File: config.mk
export PLATFORM = sky130hd
export DESIGN_NAME = nor_status_poller
export DESIGN_NICKNAME = d
export VERILOG_FILES = /design/src/rtl/nps_pkg.sv /design/src/rtl/nps_sync.sv /design/src/rtl/nps_down_counter.sv /design/src/rtl/nps_pair_eval.sv /design/src/rtl/nor_status_poller.sv
export SDC_FILE = /design/constraint.sdc
export NUM_CORES = 1
export LEC_CHECK = 0
export ABC_AREA = 1
export BUFFER_PORTS_ARGS = -buffer_cell sky130_fd_sc_hd__buf_2
export CAP_MARGIN = 30
export CORE_AREA = 2 2 126 116
export CTS_BUF_LIST = sky130_fd_sc_hd__clkbuf_16
export DETAILED_ROUTE_END_ITERATION = 16
export DIE_AREA = 0 0 128 118
export SLEW_MARGIN = 25
export SYNTH_ARGS = -nofsm -noshare
export SYNTH_HDL_FRONTEND = slang
export SYNTH_SLANG_ARGS = --single-unit
File: constraint.sdc
create_clock -name clk_i -period 1.9 [get_ports clk_i]
set_input_delay 0 -clock clk_i [delete_from_list [all_inputs] [get_ports clk_i]]
set_output_delay 0 -clock clk_i [all_outputs]
set_load 0.02 [all_outputs]
File: src/rtl/nps_pkg.sv
package nps_pkg;

  typedef enum logic [1:0] {
    RES_NONE = 2'b00,
    RES_OK   = 2'b01,
    RES_ERR  = 2'b10,
    RES_TMO  = 2'b11
  } nps_res_e;

  typedef enum logic [2:0] {
    S_IDLE,
    S_WAIT_HI,
    S_WAIT_LO,
    S_ITER,
    S_RD_A,
    S_RD_B,
    S_RD_C,
    S_RD_D
  } nps_state_e;

endpackage

File: src/rtl/nps_sync.sv
module nps_sync #(
  parameter int   STAGES  = 2,
  parameter logic RST_VAL = 1'b1
) (
  input  logic clk_i,
  input  logic rst_ni,
  input  logic async_i,
  output logic sync_o
);

  logic [STAGES-1:0] chain_q;
  logic [STAGES-1:0] chain_d;

  always_comb begin
    chain_d = {chain_q[STAGES-2:0], async_i};
  end

  always_ff @(posedge clk_i or negedge rst_ni) begin
    if (!rst_ni) chain_q <= {STAGES{RST_VAL}};
    else         chain_q <= chain_d;
  end

  assign sync_o = chain_q[STAGES-1];

endmodule

File: src/rtl/nps_down_counter.sv
module nps_down_counter #(
  parameter int CNT_W = 32
) (
  input  logic             clk_i,
  input  logic             rst_ni,
  input  logic             load_i,
  input  logic [CNT_W-1:0] val_i,
  input  logic             dec_i,
  output logic             zero_o
);

  logic [CNT_W-1:0] cnt_q;
  logic [CNT_W-1:0] cnt_d;
  logic             cnt_en;

  assign zero_o = (cnt_q == '0);
  assign cnt_en = load_i | (dec_i & ~zero_o);

  always_comb begin
    cnt_d = cnt_q;
    if (load_i)                cnt_d = val_i;
    else if (dec_i && !zero_o) cnt_d = cnt_q - 1'b1;
  end

  always_ff @(posedge clk_i or negedge rst_ni) begin
    if (!rst_ni)     cnt_q <= '0;
    else if (cnt_en) cnt_q <= cnt_d;
  end

  // an exhausted budget never wraps back to a large value
  a_r7_no_wrap: assert property (@(posedge clk_i) disable iff (!rst_ni)
    (zero_o && !load_i) |=> zero_o);

  // a load of a non-zero value is seen as non-zero budget
  a_r11_load_nonzero: assert property (@(posedge clk_i) disable iff (!rst_ni)
    (load_i && (val_i != '0)) |=> !zero_o);

endmodule

File: src/rtl/nps_pair_eval.sv
module nps_pair_eval #(
  parameter int DATA_W  = 16,
  parameter int TOG_BIT = 6,
  parameter int ERR_BIT = 5
) (
  input  logic              clk_i,
  input  logic              rst_ni,
  input  logic              cap_i,
  input  logic [DATA_W-1:0] data_i,
  output logic              toggled_o,
  output logic              err_flag_o
);

  logic tog_q;
  logic err_q;
  logic unused_bits;

  assign unused_bits = ^data_i;

  always_ff @(posedge clk_i or negedge rst_ni) begin
    if (!rst_ni) begin
      tog_q <= 1'b0;
      err_q <= 1'b0;
    end else if (cap_i) begin
      tog_q <= data_i[TOG_BIT];
      err_q <= data_i[ERR_BIT];
    end
  end

  assign toggled_o  = tog_q ^ data_i[TOG_BIT];
  assign err_flag_o = err_q;

endmodule

File: src/rtl/nor_status_poller.sv
module nor_status_poller #(
  parameter int CNT_W   = 32,
  parameter int DATA_W  = 16,
  parameter int TOG_BIT = 6,
  parameter int ERR_BIT = 5
) (
  input  logic              clk_i,
  input  logic              rst_ni,
  input  logic              start_i,
  input  logic [CNT_W-1:0]  limit_i,
  input  logic              rdy_busy_i,
  output logic              rd_req_o,
  input  logic              rd_ack_i,
  input  logic [DATA_W-1:0] rd_data_i,
  output logic              done_o,
  output logic [1:0]        result_o
);

  import nps_pkg::*;

  nps_state_e       state_q, state_d;
  nps_res_e         res_q, res_d;
  logic             done_q, done_d;
  logic [CNT_W-1:0] limit_q;
  logic             limit_en;
  logic             rb_s;
  logic             cnt_load, cnt_dec, cnt_zero;
  logic [CNT_W-1:0] cnt_val;
  logic             cap;
  logic             toggled, err_flag;

  nps_sync #(.STAGES(2), .RST_VAL(1'b1)) u_sync (
    .clk_i   (clk_i),
    .rst_ni  (rst_ni),
    .async_i (rdy_busy_i),
    .sync_o  (rb_s)
  );

  nps_down_counter #(.CNT_W(CNT_W)) u_budget (
    .clk_i  (clk_i),
    .rst_ni (rst_ni),
    .load_i (cnt_load),
    .val_i  (cnt_val),
    .dec_i  (cnt_dec),
    .zero_o (cnt_zero)
  );

  nps_pair_eval #(.DATA_W(DATA_W), .TOG_BIT(TOG_BIT), .ERR_BIT(ERR_BIT)) u_pair (
    .clk_i      (clk_i),
    .rst_ni     (rst_ni),
    .cap_i      (cap),
    .data_i     (rd_data_i),
    .toggled_o  (toggled),
    .err_flag_o (err_flag)
  );

  assign cnt_val = (state_q == S_IDLE) ? limit_i : limit_q;

  always_comb begin
    state_d  = state_q;
    res_d    = res_q;
    done_d   = 1'b0;
    cnt_load = 1'b0;
    cnt_dec  = 1'b0;
    cap      = 1'b0;
    limit_en = 1'b0;
    unique case (state_q)
      S_IDLE: begin
        if (start_i) begin
          limit_en = 1'b1;
          cnt_load = 1'b1;
          state_d  = S_WAIT_HI;
        end
      end
      S_WAIT_HI: begin
        if (!rb_s || cnt_zero) begin
          cnt_load = 1'b1;
          state_d  = S_WAIT_LO;
        end else begin
          cnt_dec = 1'b1;
        end
      end
      S_WAIT_LO: begin
        if (rb_s || cnt_zero) begin
          cnt_load = 1'b1;
          state_d  = S_ITER;
        end else begin
          cnt_dec = 1'b1;
        end
      end
      S_ITER: begin
        if (cnt_zero) begin
          res_d   = RES_TMO;
          done_d  = 1'b1;
          state_d = S_IDLE;
        end else begin
          cnt_dec = 1'b1;
          state_d = S_RD_A;
        end
      end
      S_RD_A: begin
        if (rd_ack_i) begin
          cap     = 1'b1;
          state_d = S_RD_B;
        end
      end
      S_RD_B: begin
        if (rd_ack_i) begin
          if (!toggled) begin
            res_d   = RES_OK;
            done_d  = 1'b1;
            state_d = S_IDLE;
          end else begin
            state_d = S_RD_C;
          end
        end
      end
      S_RD_C: begin
        if (rd_ack_i) begin
          cap     = 1'b1;
          state_d = S_RD_D;
        end
      end
      S_RD_D: begin
        if (rd_ack_i) begin
          if (!toggled) begin
            res_d   = RES_OK;
            done_d  = 1'b1;
            state_d = S_IDLE;
          end else if (err_flag) begin
            res_d   = RES_ERR;
            done_d  = 1'b1;
            state_d = S_IDLE;
          end else begin
            state_d = S_ITER;
          end
        end
      end
      default: state_d = S_IDLE;
    endcase
  end

  always_ff @(posedge clk_i or negedge rst_ni) begin
    if (!rst_ni) begin
      state_q <= S_IDLE;
      res_q   <= RES_NONE;
      done_q  <= 1'b0;
    end else begin
      state_q <= state_d;
      res_q   <= res_d;
      done_q  <= done_d;
    end
  end

  always_ff @(posedge clk_i or negedge rst_ni) begin
    if (!rst_ni)       limit_q <= '0;
    else if (limit_en) limit_q <= limit_i;
  end

  assign rd_req_o = (state_q == S_RD_A) || (state_q == S_RD_B) ||
                    (state_q == S_RD_C) || (state_q == S_RD_D);
  assign done_o   = done_q;
  assign result_o = res_q;

  // the strobe lasts one cycle
  a_r9_done_single: assert property (@(posedge clk_i) disable iff (!rst_ni)
    done_o |=> !done_o);

  // the code only moves together with the strobe
  a_r9_result_held: assert property (@(posedge clk_i) disable iff (!rst_ni)
    !done_o |-> $stable(result_o));

  // a pending request is not withdrawn
  a_r8_req_held: assert property (@(posedge clk_i) disable iff (!rst_ni)
    (rd_req_o && !rd_ack_i) |=> rd_req_o);

  // success always follows an acknowledged read
  a_r4_ok_after_read: assert property (@(posedge clk_i) disable iff (!rst_ni)
    (done_o && (result_o == RES_OK)) |-> $past(rd_ack_i));

  // error only comes out of the confirming pair
  a_r6_err_from_second_pair: assert property (@(posedge clk_i) disable iff (!rst_ni)
    (done_o && (result_o == RES_ERR)) |-> ($past(state_q) == S_RD_D));

  // done never carries an empty code
  a_r1_done_has_code: assert property (@(posedge clk_i) disable iff (!rst_ni)
    done_o |-> (result_o != RES_NONE));

endmodule

==> impl_metrics.tcl, run 1 <==
set metrics [dict create \
    status "finished, violations left" \
    violations "setup timing" \
    grt_setup_unrepaired "yes" \
    irDropWorstVdd_uv 661 \
    ys_seq_area_share_pct 38.1 \
    ys_dominant_reg_cell "dfrtp_1" \
    critPathMaxStageDelay_ns 0.37 \
    die_w_um 128 \
    crit_start "u_budget.cnt_q[1]" \
    hold_path_class "in2reg" \
    slew_violations 0 \
    synth_edf_count 0 \
    yosysUniqueCellTypes 33 \
    synth_cells 722 \
    synth_commonest_cells "263 x nand2_1, 74 x inv_1, 74 x nor2_1" \
    required_ns 2.13 \
    path_clk_slew_ns 0.06 \
    worstSetupEndpoint "u_budget.cnt_q[23]" \
    dieArea_um2 15100 \
    antenna_cells 0 \
    grt_max_degree 65 \
    grt-ovfl-total 0 \
    synthesis.nets 777 \
    antenna_found_initial 0 \
    synth_top_area_share_pct 37.0 \
    timing.slew.headroom_pct 69.5 \
    cp_cell_sequence "inv_1 > ha_1 > nand2_1 > nor2_1 > nand2_1 > nor2_4 > nand2_4 > nand2_2 > nand2_4 > nand3_4 > buf_4 > nand2_1 > nand3_2 > nand2_1" \
    hold_viol_final 0 \
    r2r-start "u_budget.cnt_q[1]" \
    hold_slack_ns 0.0106 \
    synth.avg_cell_area_um2 6.74 \
    portBuffers 42 \
    place_hpwl_um 9530 \
    synth_largest_area_cell "dfrtp_1" \
    p_leak_nw 3.29 \
    worstMarginPinSlew_ns 0.453 \
    arrival_ns 2.18 \
    grt_usage_pct 18.8 \
    drive_gt1_share_pct 20.0 \
    reg2reg_to "u_budget.cnt_q[23]" \
    area_delta_synth_final_pct 30.5 \
    period_share_pct 103 \
    synth.most_common_cell "nand2_1" \
    nNetsFinal 898 \
    ys_warn_count 0 \
    cp_slowest_cell "dfrtp_1" \
    core_um2 13700 \
    worst_slack_ns -0.0497 \
    ant_nets 0 \
    ff2ff_setup_slack_ns -0.05 \
    end_kind "flip-flop" \
    clock-sinks 74 \
    power-per-cell-area_nw_per_um2 1700 \
    synth_area_um2 4870 \
    setup_viol_count_final 16 \
    max_freq_ghz 0.513 \
    initial_utilization_pct 35.4 \
    wirelength_um 13700 \
    clock_path_buffers 2 \
    crit_fanout 8 \
    r2r_cells 14 \
    fin_skew_ns 0.00603 \
    num_vias 4933 \
    vias_per_cell 4.84 \
    maxCapViolations 0 \
    die_h_um 118 \
    fillCellCount 1404 \
    grt_pass1_vias 4684 \
    cts_htree_levels 3 \
    dr.pass1.iters 5 \
    rows 41 \
    place_congestion 0.891 \
    async_reset_ff_share_pct 100 \
    preCtsSetupSlack_ns -0.0240 \
    cp_common_cell "nand2_1" \
    netlist_top_cells_area "dfrtp_1 37%, nand2_1 20%, o21ai_0 7.4%" \
    path_class "reg2reg" \
    period_minus_slack_ns 1.95 \
    cts_buffers 9 \
    startpoint_type "flip-flop" \
    hold_path_depth 3 \
    wire_per_inst_um 13.4 \
    cts_tree "built" \
    grt_pass1_wl_um 22700 \
    ys_seq_elements 74 \
    ioPinCount 57 \
    cts-root-buf "clkbuf_16" \
    detail_route.iter0.violations 333 \
    clk_latency_ns 0.34 \
    drc 0 \
]
how the worst min path moves through the flow:
stage                             end     start  slack, ns
after floorplan                done_o    rst_ni      -0.30
after detailed placement  limit_q[12]    rst_ni      -0.05
after global routing       state_q[2]  rd_ack_i       0.03
after CTS                  state_q[2]  rd_ack_i      0.003
after global placement    limit_q[12]    rst_ni      -0.06
final                      state_q[2]  rd_ack_i       0.01
sequential cells by signal, indices dropped and copies added, names as in the netlist:
register and flops:
limit_q 32, u_pair.err_flag_o 1, result_o 2, u_budget.cnt_q 32
done_o 1, u_pair.tog_q 1, u_sync.chain_q 2, state_q 3
through the flow:
| step | TNS (ns) | util, % | cell area (um2) | instances | total power [mW] |
|---|---|---|---|---|---|
| final | -0.447 | 46.2 | 6350 | 1019 | 10.8 |
| after CTS | -0.0589 | 45.4 | 6250 | 1013 | 10.5 |
| after floorplan | 0 | - | 4870 | 722 | 6.89 |
| after global routing | -4.48 | 46.2 | 6350 | 1019 | 11.9 |
| after detailed placement | -0.143 | 40.6 | 5590 | 962 | 8.65 |
| after global placement | 0 | 40.6 | 5590 | 962 | 8.56 |
critical path: cells and delay by family, from the launching register on:
| family | cells | cell delay, ns |
|---|---|---|
| adder cells (fa/ha/maj) | 1 | 0.15 |
| buffers and inverters | 2 | 0.27 |
| AND/OR/NAND/NOR | 11 | 1.05 |
| flip-flops | 1 | 0.37 |
layout by cell type (no fill, tap or decap), types with 10 or more instances in the layout:
cell type	count
nand2_1	261
inv_1	72
nor2_1	72
o21ai_0	72
dfrtp_1	72
buf_4	54
buf_2	41
dlygate4sd3_1	36
nand4_1	35
nand3_1	29
nand2_2	10
clkbuf_16	10
per-layer routing:
metal	wire (um)	track usage, %
met5	0	0
met4	336	7.07
met3	567	2.55
met2	6230	29.0
met1	6540	26.7
where the power goes:
| part | leakage [nW] | internal [mW] | switching [mW] |
|---|---|---|---|
| sequential | 0.917 | 2.30 | 0.423 |
| combinational | 2.23 | 2.53 | 3.89 |
| clock | 0.136 | 1.00 | 0.677 |
kinds of logic after synthesis:
group           share of synthesized area [%]
buf+inv                                  9.94
flops                                    38.1
mux                                     0.462
xor+xnor                                 2.16
simple gates                             41.0
fa+ha+maj                               0.514
compound gates                           7.84
final cells by class:
cell class | instances | area (um2) | share of cell area [%]
Inverter | 82 | 310 | 4.88
Sequential cell | 74 | 1850 | 29.2
Clock buffer | 9 | 225 | 3.54
Clock inverter | 6 | 58.8 | 0.925
Multi-Input combinational cell | 536 | 2560 | 40.3
Tap cell | 172 | 215 | 3.39
Timing Repair Buffer | 140 | 1130 | 17.8
timing repair:
item | CTS | global route
gates cloned | 0 | 2
hold buffers | 36 | 0
gates resized for setup | 4 | 7
setup endpoints to repair | 26 | 35
pin swaps | 1 | 4
hold endpoints to repair | 109 | 0
buffers inserted | 0 | 4
No activity file was read; power rests on OpenSTA's default activity.
==> inputs of run 2 (changes only) <==
CORE_AREA = 2 2 134 110   (was 2 2 126 116)
DIE_AREA = 0 0 136 112   (was 0 0 128 118)
==> impl_metrics.tcl, run 2 (synthesis results as in run 1) <==
set metrics [dict create \
    status "finished, violations left" \
    violations "setup timing" \
    hold_viol_final 0 \
    dr.pass1.iters 5 \
    reg2reg_to "u_budget.cnt_q[28]" \
    die_h_um 112 \
    p_switching_mw 5.42 \
    path_buf_inv 4 \
    internal-power_mw 6.62 \
    nNetsFinal 923 \
    antenna_found_initial 0 \
    dieArea_um2 15200 \
    grt_pass1_vias 4678 \
    hold_path_class "in2async" \
    startpoint_type "flip-flop" \
    pwr-share-comb_pct 63.5 \
    timing.slew.headroom_pct 61.3 \
    place_congestion 0.948 \
    drc 0 \
    mostFrequentLayoutCells "239 x nand2_1, 74 x buf_4, 72 x inv_1, 72 x dfrtp_1, 70 x o21ai_0" \
    clock_path_buffers 2 \
    ioPinCount 57 \
    path_clk_slew_ns 0.06 \
    core_um2 14000 \
    rows 39 \
    critPathMaxStageDelay_ns 0.38 \
    period_minus_slack_ns 2.02 \
    cp_slowest_cell "dfrtp_1" \
    grt_setup_unrepaired "yes" \
    p_leak_nw 3.50 \
    layout.cells.most_common "nand2_1" \
    detail_route.iter0.violations 265 \
    grt_usage_pct 19.8 \
    cp_cell_sequence "nor2_2 > nand2_2 > inv_2 > nand2_2 > nor2_4 > nand2_4 > nand3_4 > nand3_4 > buf_12 > nor2_8 > buf_12 > clkbuf_16 > nand2_1 > nand2_1" \
    portBuffers 42 \
    fin_cells 1056 \
    end_kind "flip-flop" \
    initial_utilization_pct 34.9 \
    finalSetupTns_ns -1.96 \
    num_vias 4946 \
    grt-ovfl-total 0 \
    clkPwrFrac_pct 13.8 \
    reg.largest.list "limit_q (32), u_budget.cnt_q (32), state_q (3)" \
    period_share_pct 106 \
    post-route-util_pct 48.7 \
    cts_tree "built" \
    ant_nets 0 \
    preCtsSetupSlack_ns -0.0294 \
    power_frac_seq_pct 22.7 \
    vias_per_cell 4.68 \
    grt_max_degree 65 \
    grt_pass1_wl_um 23500 \
    worstMarginPinSlew_ns 0.574 \
    area_delta_synth_final_pct 39.5 \
    wire_per_inst_um 13.4 \
    worst_slack_ns -0.118 \
    clock-sinks 74 \
    crit_fanout 5 \
    drive_gt1_share_pct 26.0 \
    wirelength_um 14200 \
    r2r-start "u_budget.cnt_q[9]" \
    critical_path.top_delay_family "simple AND/OR/NAND/NOR gates" \
    fin_skew_ns 0.00207 \
    power-per-cell-area_nw_per_um2 1770 \
    slew_violations 0 \
    path_class "reg2reg" \
    die_w_um 136 \
    maxCapViolations 0 \
    clk_latency_ns 0.34 \
    cts_buffers 9 \
    r2r_cells 14 \
    required_ns 2.18 \
    arrival_ns 2.30 \
    irDropWorstVdd_uv 953 \
    switching_share_pct 45.0 \
    placed_cells 994 \
    ff2ff_setup_slack_ns -0.12 \
    setup_viol_count_final 21 \
    antenna_cells 0 \
    max_freq_ghz 0.496 \
    cts-root-buf "clkbuf_16" \
    place_hpwl_um 9950 \
    cts_htree_levels 3 \
]
-- run 2: cell types whose count changed in the layout (fill, tap and decap cells not counted), moves of 4 or more --
cell | previous run | this run
nand2_1 | 261 | 239
nand2_4 | 3 | 12
nand3_1 | 29 | 24
nand2_2 | 10 | 23
buf_4 | 54 | 74
nor2_1 | 72 | 68
-- run 2: routing by layer --
| metal | share of wire (%) | GRT usage [%] | routed length [um] |
|---|---|---|---|
| met1 | 49 | 27.3 | 6910 |
| met2 | 44 | 30.2 | 6220 |
| met3 | 5.1 | 4.92 | 722 |
| met4 | 2.3 | 6.67 | 333 |
| met5 | 0 | 0 | 0 |
-- run 2: power groups by stage --
stage / Sequential, mW / Combinational, mW / Clock (mW)
2_1_floorplan: 2.75 / 4.14 / 0
3_3_place_gp: 2.70 / 6.44 / 0
3_5_place_dp: 2.72 / 6.44 / 0
4_1_cts: 2.71 / 7.29 / 1.71
5_1_grt: 2.82 / 8.50 / 1.78
6_report: 2.73 / 7.65 / 1.66
-- run 2: final cells by class --
| cell class | instances | area, um2 |
|---|---|---|
| Inverter | 82 | 308 |
| Timing Repair Buffer | 166 | 1390 |
| Tap cell | 184 | 230 |
| Fill cell | 1364 | 7160 |
| Sequential cell | 74 | 1850 |
| Multi-Input combinational cell | 535 | 2730 |
| Clock inverter | 6 | 58.8 |
| Clock buffer | 9 | 225 |
-- run 2: worst reg2reg max path, cell delays in order (launching register included) --
cell and delay [ns]:
dfrtp_1 0.38, nor2_2 0.19, nand2_2 0.10, inv_2 0.07, nand2_2 0.06, nor2_4 0.14
nand2_4 0.13, nand3_4 0.10, nand3_4 0.10, buf_12 0.14, nor2_8 0.16, buf_12 0.15
clkbuf_16 0.14, nand2_1 0.04, nand2_1 0.05
-- run 2: metrics by stage --
step / cell area, um2 / hold WS, ns / power, mW
after global routing: 6800 / 0.213 / 13.1
after detailed placement: 5780 / -0.0183 / 9.16
after floorplan: 4870 / -0.296 / 6.89
final: 6800 / 0.158 / 12.0
after global placement: 5780 / -0.0161 / 9.14
after CTS: 6660 / 0.176 / 11.7
-- run 2: how the worst max path moves through the flow --
stage	start	to	slack, ns	cells past startpoint
floorplan	u_budget.cnt_q[0]	u_budget.cnt_q[3]	0.13	14
CTS	u_budget.cnt_q[1]	u_budget.cnt_q[25]	-0.06	15
global placement	u_budget.cnt_q[4]	u_budget.cnt_q[6]	-0.03	13
global route	u_budget.cnt_q[1]	u_budget.cnt_q[18]	-0.21	15
finish	u_budget.cnt_q[9]	u_budget.cnt_q[28]	-0.12	14
detailed placement	u_budget.cnt_q[0]	u_budget.cnt_q[8]	-0.03	14
-- run 2: what timing repair did --
item / CTS / global route
endpoints found under the hold margin: 68 / 0
resized for setup: 26 / 36
hold buffers: 37 / 0
setup endpoints to repair: 26 / 37
pin swaps: 12 / 15
setup buffers: 6 / 2
gates cloned: 2 / 1
